--- src/rtl/line_raster_engine.sv ---
module line_raster_engine #(
  parameter int H_RES  = 1920,
  parameter int V_RES  = 1080,
  parameter int DATA_W = 16,
  parameter int ADDR_W = 21
) (
  input  logic              clk,
  input  logic              rst_n,
  input  logic              reg_wr,
  input  logic [2:0]        reg_sel,
  input  logic [DATA_W-1:0] reg_wdata,
  output logic [DATA_W-1:0] reg_rdata,
  output logic              cpu_rdy,
  output logic              sram_we,
  output logic [ADDR_W-1:0] sram_addr,
  output logic [DATA_W-1:0] sram_wdata
);
  localparam int CW = $clog2(H_RES > V_RES ? H_RES : V_RES);
  localparam int EW = CW + 3;
  localparam logic [2:0] SEL_X0 = 3'd0;
  localparam logic [2:0] SEL_Y0 = 3'd1;
  localparam logic [2:0] SEL_X1 = 3'd2;
  localparam logic [2:0] SEL_Y1 = 3'd3;
  localparam logic [2:0] SEL_COL = 3'd4;

  logic [CW-1:0] x0_q, y0_q, x1_q, y1_q, y1_new;
  logic [DATA_W-1:0] col_q, pix_q;
  logic busy, start, at_end, step_x, step_y, stx, sty;
  logic [CW-1:0] cx, cy, ex, ey;
  logic [ADDR_W-1:0] row_q;
  logic signed [EW-1:0] ddx, ddy, adx, ady, err, e2, sdx, sdy;

  assign y1_new = reg_wdata[CW-1:0];
  assign start  = reg_wr && (reg_sel == SEL_Y1) && !busy;
  assign ddx    = $signed({{(EW-CW){1'b0}}, x1_q}) - $signed({{(EW-CW){1'b0}}, x0_q});
  assign ddy    = $signed({{(EW-CW){1'b0}}, y1_new}) - $signed({{(EW-CW){1'b0}}, y0_q});
  assign adx    = ddx[EW-1] ? -ddx : ddx;
  assign ady    = ddy[EW-1] ? -ddy : ddy;
  assign e2     = err <<< 1;
  assign step_x = (e2 >= sdy);
  assign step_y = (e2 <= sdx);
  assign at_end = (cx == ex) && (cy == ey);

  always_ff @(posedge clk) begin
    if (!rst_n) begin
      x0_q  <= '0;
      y0_q  <= '0;
      x1_q  <= '0;
      y1_q  <= '0;
      col_q <= '0;
    end else if (reg_wr) begin
      case (reg_sel)
        SEL_X0:  x0_q <= reg_wdata[CW-1:0];
        SEL_Y0:  y0_q <= reg_wdata[CW-1:0];
        SEL_X1:  x1_q <= reg_wdata[CW-1:0];
        SEL_Y1:  if (!busy) y1_q <= y1_new;
        SEL_COL: col_q <= reg_wdata;
        default: ;
      endcase
    end
  end

  always_ff @(posedge clk) begin
    if (!rst_n) begin
      busy  <= 1'b0;
      cx    <= '0;
      cy    <= '0;
      ex    <= '0;
      ey    <= '0;
      row_q <= '0;
      err   <= '0;
      sdx   <= '0;
      sdy   <= '0;
      stx   <= 1'b0;
      sty   <= 1'b0;
      pix_q <= '0;
    end else if (start) begin
      busy  <= 1'b1;
      cx    <= x0_q;
      cy    <= y0_q;
      ex    <= x1_q;
      ey    <= y1_new;
      row_q <= ADDR_W'(y0_q) * ADDR_W'(H_RES);
      sdx   <= adx;
      sdy   <= -ady;
      err   <= adx - ady;
      stx   <= ddx[EW-1];
      sty   <= ddy[EW-1];
      pix_q <= col_q;
    end else if (busy) begin
      if (at_end) begin
        busy <= 1'b0;
      end else begin
        if (step_x) cx <= stx ? cx - 1'b1 : cx + 1'b1;
        if (step_y) begin
          cy    <= sty ? cy - 1'b1 : cy + 1'b1;
          row_q <= sty ? row_q - ADDR_W'(H_RES) : row_q + ADDR_W'(H_RES);
        end
        err <= err + (step_x ? sdy : '0) + (step_y ? sdx : '0);
      end
    end
  end

  always_comb begin
    case (reg_sel)
      SEL_X0:  reg_rdata = DATA_W'(x0_q);
      SEL_Y0:  reg_rdata = DATA_W'(y0_q);
      SEL_X1:  reg_rdata = DATA_W'(x1_q);
      SEL_Y1:  reg_rdata = DATA_W'(y1_q);
      SEL_COL: reg_rdata = col_q;
      default: reg_rdata = '0;
    endcase
  end

  assign cpu_rdy    = !busy;
  assign sram_we    = busy;
  assign sram_addr  = row_q + ADDR_W'(cx);
  assign sram_wdata = pix_q;
endmodule

--- config.mk ---
export PLATFORM = sky130hd
export DESIGN_NAME = line_raster_engine
export DESIGN_NICKNAME = d
export VERILOG_FILES = /design/src/rtl/line_raster_engine.sv
export SDC_FILE = /design/constraint.sdc
export NUM_CORES = 1
export LEC_CHECK = 0
export CAP_MARGIN = 25
export CELL_PAD_IN_SITES_DETAIL_PLACEMENT = 1
export CELL_PAD_IN_SITES_GLOBAL_PLACEMENT = 2
export CORE_MARGIN = 4
export CORE_UTILIZATION = 39
export DETAILED_ROUTE_END_ITERATION = 10
export DONT_BUFFER_PORTS = 1
export HOLD_SLACK_MARGIN = 0.03
export PLACE_DENSITY = 0.86
export SLEW_MARGIN = 20
export SYNTH_ARGS = -nofsm -noshare
export SYNTH_HDL_FRONTEND = slang
export SYNTH_SLANG_ARGS = --single-unit
--- constraint.sdc ---
create_clock -name clk -period 6.5 [get_ports clk]
set_clock_uncertainty 0.1 [all_clocks]
set_input_delay 1.625 -clock clk [delete_from_list [all_inputs] [get_ports clk]]
set_output_delay 1.625 -clock clk [all_outputs]
set_load 0.01 [all_outputs]
==> results by group, run 1 <==
Synth
  • Cells after Synth: 1706
  • Post-Synth Adder-Cell Area: 0.170
  • Mapped cell area: 0.0137 sq mm
  • Async S/R FF share, synth: 0
  • Compound-cell area share of the yosys netlist: 0.213
  • Post-synth EDFFs: 0
  • Syn_area_per_cell: 8.01 sq um
  • Sequential area share after synthesis: 0.261
  • Mux cell area share after synthesis: 0.0214
  • Synth Area in Simple Gates: 0.192
  • Largest family of logic cells by synthesized area: compound AO/OA/AOI/OAI gates
  • XOR/XNOR share of the synthesized area: 0.0883
  • Syn_nets: 1890
  • Synth Register Bits: 178
  • Yosys warns: 0
  • Distinct cell type count after synthesis: 95
  • Ys flop type: dfxtp_1

Global routing
  • Vias in the first global route: 12600
  • First-pass GRT wire length: 70400 um
  • Initial antenna violation count: 0
  • Largest net degree at the start of global routing: 91
  • Total track usage: 0.230
  • GR Overflow Total: 0

STA
  • Slew Limit Headroom: 0.350
  • Hold Worst Slack: 0.357 ns
  • Fin. Hold Viols: 0
  • Fin crit share: 0.850
  • Max Slew Vio Count: 0
  • Final setup violation count: 0
  • RSZ-0062 raised after global routing: no
  • Worst-margin pin slew: 0.974 ns
  • Peak Freq: 0.181 GHz
  • Setup Total Neg Slack: 0 ns
  • Fin crit period: 5.53 ns

Layout
  • Ant. Diodes: 0
  • Commonest non-fill, non-tap cell in the layout: nand2_1
  • Nets@finish: 1845
  • Proportion of layout cells with a drive suffix above 1: 0.0573
  • Synth-to-layout area growth: 7.58%
  • Most frequent cells in the layout: nand2_1, a21oi_1, dfxtp_1

Critical path
  • Startpoint types: primary input
  • CP Data Arrival Time: 5.78 ns
  • Critical Path End Type: register
  • Crit path max fanout: 8
  • Required time of the critical path: 6.75 ns
  • Worst Setup Path Type: primary input to register

Run status
  • Status: complete, no violations

Placed design
  • Number of port buffers: 0
  • HPWL Detailed: 33900 um
  • Global placer's final weighted congestion: 0.907

Route
  • ANT nets after route: 0
  • Drt total wl: 44100 um
  • Detailed-route vias per instance: 5.68
  • DRC Markers: 0
  • Initial drt markers: 629
  • First-pass DRT Iterations: 5
  • Vias: 12100
  • DR WL/cell: 20.7 um

Floorplan
  • Rows: 68
  • Starting Density: 0.396
  • Die H: 195 um
  • Core footprint: 0.0345 sq mm
  • Die X: 195 um
  • Die area: 0.0381 sq mm
  • IO Count: 77

Clock network
  • CTS Buf Count: 17
  • Root Driver: clkbuf_16
  • Max Root-Sink Buffers: 2
  • Clk sinks: 178
  • CTS tree: done
  • Post-CTS Hold Buffers: 0
  • Clock transition at path regs: 0.09 ns
  • Later-pin clock latency in the skew report: 0.45 ns
  • H-tree depth: 4
  • Setup Fix Bufs, Post-CTS: 0
  • Post_cts resized: 0

Run
  • Max Cap Violations: 0

Power and ir drop
  • PD cells: 212 mW/mm^2
  • VDD IR max: 0.181 mV
  • Leakage: 0.00601 uW

Worst hold path
  • Type of the worst min-delay path: register to register
==> through the flow <==
stage               worst slack (ns)  area [sq um]  utilization  total power (uW)  instances
global placement               0.655         14100        0.407              2020       2097
CTS                             1.01         14700        0.426              3140       2129
global route                   0.605         14700        0.426              3270       2129
floorplan                      0.907         13700            -              1810       1706
detailed placement             0.566         14100        0.407              2040       2097
finish                         0.973         14700        0.426              3110       2129
==> final timing paths <==
| check | startpoint | endpoint | slack [ns] | cells after the start |
|---|---|---|---|---|
| worst max-delay path | reg_wdata[6] | err[10] | 0.97 | 18 |
| worst min-delay path | sdx[13] | sdx[13] | 0.36 | 2 |
| worst min register to register | sdx[13] | sdx[13] | 0.36 | 2 |
| worst max register to register | err[10] | err[11] | 1.03 | 19 |
==> cells by family (layout without fill, tap and decap cells) <==
group,Yosys count,count (layout)
AND/OR/NAND/NOR,578,578
AO/OA/AOI/OAI,443,443
buffers and inverters,189,157
flip-flops,178,178
adder cells (fa/ha/maj),163,163
XOR/XNOR,127,127
multiplexers,28,28
==> critical path, stage by stage <==
cell	delay (ns)
ha_1	0.42
o211ai_1	0.18
a21bo_1	0.23
a211o_1	0.30
a21oi_2	0.33
nor4_1	0.12
or2_2	0.32
ha_1	0.32
nor2b_1	0.14
o21ai_0	0.23
a21oi_1	0.13
o21ai_0	0.17
nand2b_1	0.11
a31oi_1	0.28
o21a_1	0.22
xnor3_1	0.24
nor2_1	0.05
a2111oi_2	0.35
==> cells in the mapped netlist (20+ instances only) <==
cell / number / area, sq um
nand2_1: 285 / 1070
a21oi_1: 199 / 996
dfxtp_1: 178 / 3560
ha_1: 123 / 1540
nor2_1: 111 / 417
inv_1: 102 / 383
xnor2_1: 77 / 674
clkbuf_1: 61 / 229
o21ai_0: 45 / 225
xor2_1: 42 / 368
fa_1: 39 / 781
nor3_1: 31 / 155
mux2i_1: 27 / 270
a21o_1: 25 / 188
and2_1: 24 / 150
a211oi_1: 23 / 173
and3_1: 22 / 138
nor2b_1: 22 / 138
nand3_1: 20 / 100
==> power by group <==
| part | internal, uW | leakage, uW | switching, uW |
|---|---|---|---|
| Clock | 529 | 0.000298 | 566 |
| Combinational | 344 | 0.00427 | 530 |
| Sequential | 1110 | 0.00144 | 29.6 |
| Total | 1990 | 0.00601 | 1130 |
==> per-layer routing <==
layer,part of all wire,track usage
met5,0,0
met4,0.027,0.0675
met3,0.045,0.0359
met2,0.46,0.378
met1,0.46,0.313
==> area by class of cell <==
class	count	area (sq um)
Timing Repair Buffer	21	170
Clock buffer	17	425
Clock inverter	15	208
Sequential cell	178	3560
Fill cell	4243	19800
Tap cell	455	569
Inverter	104	393
Multi-Input combinational cell	1339	9380
==> sequential cells by signal, summed over array words and instances, names as in the netlist, 13 cells and up <==
| register | cells |
|---|---|
| sdx | 14 |
| sram_wdata | 16 |
| err | 13 |
| sdy | 14 |
| col_q | 16 |
| row_q | 14 |
No activity file was read; power rests on OpenSTA's default activity.
==> run 2, diff against run 1 <==
- CORE_UTILIZATION: 39 -> 36
- PLACE_DENSITY: 0.86 -> 0.84
- clock period: 6.5 -> 4.9 ns (I/O delays scaled with it)
==> results by group, run 2 (synthesis gave the netlist of run 1 again) <==
Floorplan
  • Die area: 0.0411 sq mm (+8.0%)
  • Die H: 203 um (+3.9%)
  • Starting Density: 0.364 (-0.0319)
  • Core footprint: 0.0376 sq mm (+8.8%)
  • IO Count: 77 (unchanged)
  • Die X: 203 um (+3.9%)
  • Rows: 71 (+4.4%)

Critical path
  • Worst Setup Path Type: register to register
  • Required time of the critical path: 5.14 ns (-1.61 ns)
  • Crit-path cells: inv_1, ha_1, a21o_1, a2111oi_2, buf_4, a21bo_2, o21ai_1, buf_4, and2_4, fa_1, ha_2, fa_2, a21o_1, a21oi_2, o21bai_1, a21oi_2, o21ai_2, a21o_1, a21oi_2, xor2_1, o21ai_1, o211a_1
  • Crit path max fanout: 5 (-3)
  • Worst Reg-to-Reg Cells: 22 (+3)
  • CP Data Arrival Time: 4.93 ns (-0.85 ns)
  • Critical Path End Type: register
  • Startpoint types: register
  • Crit path launch: sdx[11]
  • Internal reg-to-reg setup slack: 0.21 ns (-0.82 ns)
  • Worst r2r src: sdx[11]
  • Critical path's largest stage delay: 0.42 ns (about the same)
  • Reg-to-reg endpoint: err[11]
  • Slowest CP cell: fa_1

STA
  • Fin crit share: 0.957
  • Fin. Hold Viols: 0 (unchanged)
  • Slew Limit Headroom: 0.366 (+0.0160)
  • Peak Freq: 0.213 GHz
  • Setup Total Neg Slack: 0 ns (unchanged)
  • Final setup violation count: 0 (unchanged)
  • Worst-margin pin slew: 0.947 ns (-0.0276 ns)
  • Fin crit period: 4.69 ns
  • Max Slew Vio Count: 0 (unchanged)
  • Setup slack after layout: 0.209 ns (-0.764 ns)

Worst hold path
  • Type of the worst min-delay path: register to register
  • Hold Path End: sdx[13]
  • Hold wc startpoint: sdx[13]
  • Min-Delay Path Depth: 2 (unchanged)

Global routing
  • Total track usage: 0.214 (-0.0157)
  • Largest net degree at the start of global routing: 65 (-29%)
  • Initial antenna violation count: 0 (unchanged)
  • Vias in the first global route: 13000 (+3.5%)
  • First-pass GRT wire length: 70800 um (+0.56%)
  • GR Overflow Total: 0 (unchanged)

Route
  • Initial drt markers: 587 (-6.7%)
  • Detailed-route vias per instance: 5.44 (-4.3%)
  • Drt total wl: 44800 um (+1.6%)
  • ANT nets after route: 0 (unchanged)
  • DRC Markers: 0 (unchanged)
  • DR WL/cell: 19.7 um (-4.9%)
  • First-pass DRT Iterations: 7 (+2)
  • Vias: 12400 (+2.2%)

Layout
  • Layout Cells excl Fill: 2273 (+6.8%)
  • Synth-to-layout area growth: 14.5%
  • Most frequent cells in the layout: nand2_1, a21oi_1, dfxtp_1
  • Fill cells: 4518 (+6.5%)
  • Register Area: 0.00357 sq mm (+0.11%)
  • Ant. Diodes: 0 (unchanged)
  • Nets@finish: 1933 (+4.8%)
  • Proportion of layout cells with a drive suffix above 1: 0.124 (+0.0669)
  • Multi-input logic area: 0.00958 sq mm (+2.1%)
  • Commonest non-fill, non-tap cell in the layout: nand2_1

Power and ir drop
  • VDD IR max: 0.239 mV (+32%)
  • Internal: 2830 uW (+42%)
  • Psw: 1500 uW (+34%)
  • Switching Share: 0.347 (-0.0142)
  • Clock power share: 0.338 (-0.014)
  • Logic pwr share: 0.313 (+0.032)
  • Leakage: 0.00650 uW (+8.1%)
  • Sequential share of power: 0.349 (-0.018)
  • PD cells: 277 mW/mm^2 (+31%)

Clock network
  • Clock transition at path regs: 0.08 ns (about the same)
  • Clk sinks: 178 (unchanged)
  • H-tree depth: 4 (unchanged)
  • CTS tree: done
  • Post-CTS Hold Buffers: 0 (unchanged)
  • Root Driver: clkbuf_16
  • Max Root-Sink Buffers: 2 (unchanged)
  • CTS Buf Count: 17 (unchanged)
  • Later-pin clock latency in the skew report: 0.45 ns (about the same)

Placed design
  • Placement Setup Slack: -0.256 ns (-0.822 ns)
  • HPWL Detailed: 34600 um (+2.2%)
  • Global placer's final weighted congestion: 0.820 (-9.5%)
  • Placed cell count: 2239 (+6.8%)
  • Number of port buffers: 0 (unchanged)

Run
  • Max Cap Violations: 0 (unchanged)

Run status
  • Status: complete, no violations
[run 2: worst max path at each step]
stage               to  slack (ns)  cells past startpoint
2_1_floorplan  err[11]       0.003                     20
3_3_place_gp   err[10]       -0.11                     19
3_5_place_dp   err[10]       -0.26                     19
4_1_cts        err[11]       0.005                     22
5_1_grt        err[11]       -0.04                     22
6_report       err[11]        0.21                     22
[run 2: final cells by class]
class                   count  share of cell area
repair buffers            109              0.0539
well taps                 511              0.0409
inverters                 104              0.0251
multi-input cells        1339               0.612
clock inverters            15              0.0131
clock buffers              17              0.0272
flip-flops and latches    178               0.228
[run 2: per-stage QoR]
| step | instance area [sq um] | total power (uW) | utilization | hold slack (ns) |
|---|---|---|---|---|
| after floorplan | 13800 | 2420 | - | 0.320 |
| after global placement | 14900 | 2820 | 0.397 | 0.337 |
| after detailed placement | 14900 | 2870 | 0.397 | 0.344 |
| after CTS | 15500 | 4340 | 0.414 | 0.356 |
| after global routing | 15700 | 4560 | 0.416 | 0.378 |
| final | 15700 | 4330 | 0.416 | 0.349 |
[run 2: power groups by stage]
| stage | logic, uW | clock network (uW) | registers (uW) |
|---|---|---|---|
| after floorplan | 881 | 0 | 1540 |
| after global placement | 1270 | 0 | 1540 |
| after detailed placement | 1330 | 0 | 1550 |
| after CTS | 1340 | 1490 | 1510 |
| after global routing | 1490 | 1560 | 1520 |
| final | 1350 | 1460 | 1510 |
[run 2: routing by layer]
layer	share of wire	GRT usage
met2	0.47	0.363
met3	0.040	0.0345
met1	0.45	0.276
met4	0.033	0.0783
met5	0	0
[run 2: critical path: cells and delay by family, from the launching register on]
| family | cells | cell delay, ns |
|---|---|---|
| AOI/OAI and AO/OA | 13 | 2.21 |
| adders and majority gates | 4 | 1.28 |
| buffers and inverters | 3 | 0.36 |
| DFF | 1 | 0.33 |
| xor gates and xnor gates | 1 | 0.16 |
| and+or+nand+nor | 1 | 0.14 |
[run 2: what timing repair did]
action                     in CTS  in global routing
setup buffers                   0                  2
resized for setup               3                 24
pin swaps                       0                  9
setup endpoints to repair       1                  5
==> run 3, diff against run 2 <==
- CORE_UTILIZATION: 36 -> 40
- CTS_BUF_LIST: not set -> sky130_fd_sc_hd__clkbuf_16
- HOLD_SLACK_MARGIN: 0.03 -> 0.06
- PLACE_DENSITY: 0.84 -> 0.88
- clock period: 4.9 -> 5.42 ns (I/O delays scaled with it)
==> results by group, run 3 (synthesis gave the netlist of run 1 again) <==
Worst hold path
  • Min-Delay Path Depth: 2 (unchanged)
  • Hold Path End: y1_q[7]
  • Type of the worst min-delay path: register to register
  • Hold wc startpoint: y1_q[7]

Clock network
  • Max Root-Sink Buffers: 2 (unchanged)
  • Setup Fix Bufs, Post-CTS: 0 (unchanged)
  • CTS Buf Count: 17 (unchanged)
  • CTS tree: done
  • Root Driver: clkbuf_16
  • Post_cts resized: 0 (-3)
  • Clk sinks: 178 (unchanged)
  • Clock transition at path regs: 0.08 ns (about the same)
  • Later-pin clock latency in the skew report: 0.45 ns (about the same)
  • Post-CTS Hold Buffers: 0 (unchanged)
  • H-tree depth: 4 (unchanged)

Global routing
  • GR Overflow Total: 0 (unchanged)
  • Initial antenna violation count: 0 (unchanged)
  • First-pass GRT wire length: 71200 um (+0.52%)
  • Vias in the first global route: 12800 (-1.8%)
  • Total track usage: 0.243 (+0.0283)
  • Largest net degree at the start of global routing: 85 (+31%)

STA
  • Fin crit period: 5.05 ns (+0.356 ns)
  • RSZ-0062 raised after global routing: no
  • Hold Worst Slack: 0.364 ns (+0.0147 ns)
  • Fin. Hold Viols: 0 (unchanged)
  • Max Slew Vio Count: 0 (unchanged)
  • Worst-margin pin slew: 1.03 ns (+0.0845 ns)
  • Setup slack after layout: 0.373 ns (+0.164 ns)
  • Final setup violation count: 0 (unchanged)
  • Peak Freq: 0.198 GHz (-7.0%)
  • Slew Limit Headroom: 0.312 (-0.0540)
  • Fin crit share: 0.931 (-0.0262)

Placed design
  • Global placer's final weighted congestion: 0.862 (+5.0%)
  • Number of port buffers: 0 (unchanged)
  • HPWL Detailed: 34300 um (-1.0%)
  • Placement Setup Slack: -0.0599 ns (+0.196 ns)

Route
  • ANT nets after route: 0 (unchanged)
  • Vias: 12400 (+0.30%)
  • First-pass DRT Iterations: 5 (-2)
  • Initial drt markers: 690 (+18%)
  • Drt total wl: 45000 um (+0.50%)
  • Detailed-route vias per instance: 5.72 (+5.2%)
  • DR WL/cell: 20.8 um (+5.4%)
  • DRC Markers: 0 (unchanged)

Power and ir drop
  • Psw: 1350 uW (-10%)
  • Switching Share: 0.352 (+0.00423)
  • PD cells: 256 mW/mm^2 (-7.6%)
  • Clock power share: 0.345 (+0.007)
  • Logic pwr share: 0.300 (-0.013)
  • VDD IR max: 0.181 mV (-24%)
  • Leakage: 0.00625 uW (-3.8%)
  • Final Power: 3850 uW (-11%)
  • Sequential share of power: 0.355 (+0.006)
  • Internal: 2500 uW (-12%)

Critical path
  • Worst r2r src: err[2]
  • Startpoint types: register
  • Critical Path End Type: register
  • Worst Setup Path Type: register to register
  • Crit path max fanout: 6 (+1)
  • Required time of the critical path: 5.66 ns (+0.52 ns)
  • CP Data Arrival Time: 5.29 ns (+0.36 ns)
  • Internal reg-to-reg setup slack: 0.37 ns (+0.16 ns)
  • Worst Reg-to-Reg Cells: 21 (-4.5%)
  • Reg-to-reg endpoint: err[11]

Layout
  • Nets@finish: 1891 (-2.2%)
  • Most frequent cells in the layout: nand2_1, a21oi_1, dfxtp_1
  • Commonest non-fill, non-tap cell in the layout: nand2_1
  • Synth-to-layout area growth: 10.1%
  • Proportion of layout cells with a drive suffix above 1: 0.0837 (-0.0406)
  • Ant. Diodes: 0 (unchanged)

Floorplan
  • Starting Density: 0.407 (+0.0429)
  • Core footprint: 0.0336 sq mm (-11%)
  • Die area: 0.0372 sq mm (-9.6%)
  • Rows: 67 (-5.6%)
  • Die H: 193 um (-4.9%)
  • Die X: 193 um (-4.9%)
  • IO Count: 77 (unchanged)

Run
  • Max Cap Violations: 0 (unchanged)

Run status
  • Status: complete, no violations
## run 3: layout make-up
cell class / instances / area [sq um]
clock buffer: 17 / 425
clock inverter: 15 / 204
fill: 4019 / 18600
inverter: 104 / 393
multi-input combinational: 1339 / 9390
sequential: 178 / 3560
tap: 448 / 561
timing repair buffer: 67 / 515
## run 3: power groups by stage
stage | registers (uW) | clock network [uW] | logic [uW]
2_1_floorplan | 1390 | 0 | 780
3_5_place_dp | 1400 | 0 | 1130
3_3_place_gp | 1400 | 0 | 1100
4_1_cts | 1370 | 1350 | 1150
6_report | 1370 | 1330 | 1160
5_1_grt | 1370 | 1410 | 1260
## run 3: layer usage
metal | up-vias | global-route usage | part of all wire
li1 | 5925 | - | -
met1 | 6143 | 0.318 | 0.45
met2 | 271 | 0.403 | 0.47
met3 | 60 | 0.0440 | 0.046
met4 | 0 | 0.0804 | 0.031
met5 | - | 0 | 0
## run 3: worst max path at each step
stage,from,endpoint,slack (ns),cells after the start
floorplan,reg_wdata[6],err[11],0.1,21
global placement,reg_wdata[6],err[10],0.04,18
detailed placement,reg_wdata[5],err[11],-0.06,21
CTS,sdx[11],err[11],0.19,22
global route,sdx[11],err[11],0.007,22
finish,err[2],err[11],0.37,21
## run 3: critical path, stage by stage, from the launching register on
cell	delay [ns]
dfxtp_1	0.44
ha_1	0.28
a21o_1	0.19
a21o_1	0.18
a221o_1	0.37
a21bo_2	0.23
o21ai_1	0.17
buf_4	0.18
and2_1	0.15
fa_1	0.41
ha_1	0.23
fa_1	0.44
a21o_1	0.21
a21oi_2	0.17
o21bai_1	0.10
a21oi_2	0.20
o21ai_0	0.15
a21o_1	0.20
a21oi_1	0.16
xor2_1	0.17
o21ai_1	0.09
o211a_1	0.13
## run 3: metrics by stage
step / util / cell area [sq um] / cells / TNS (ns)
2_1_floorplan: - / 13700 / 1706 / 0
3_3_place_gp: 0.429 / 14400 / 2136 / 0
3_5_place_dp: 0.429 / 14400 / 2136 / -0.0693
4_1_cts: 0.447 / 15000 / 2168 / 0
5_1_grt: 0.448 / 15100 / 2168 / 0
6_report: 0.448 / 15100 / 2168 / 0
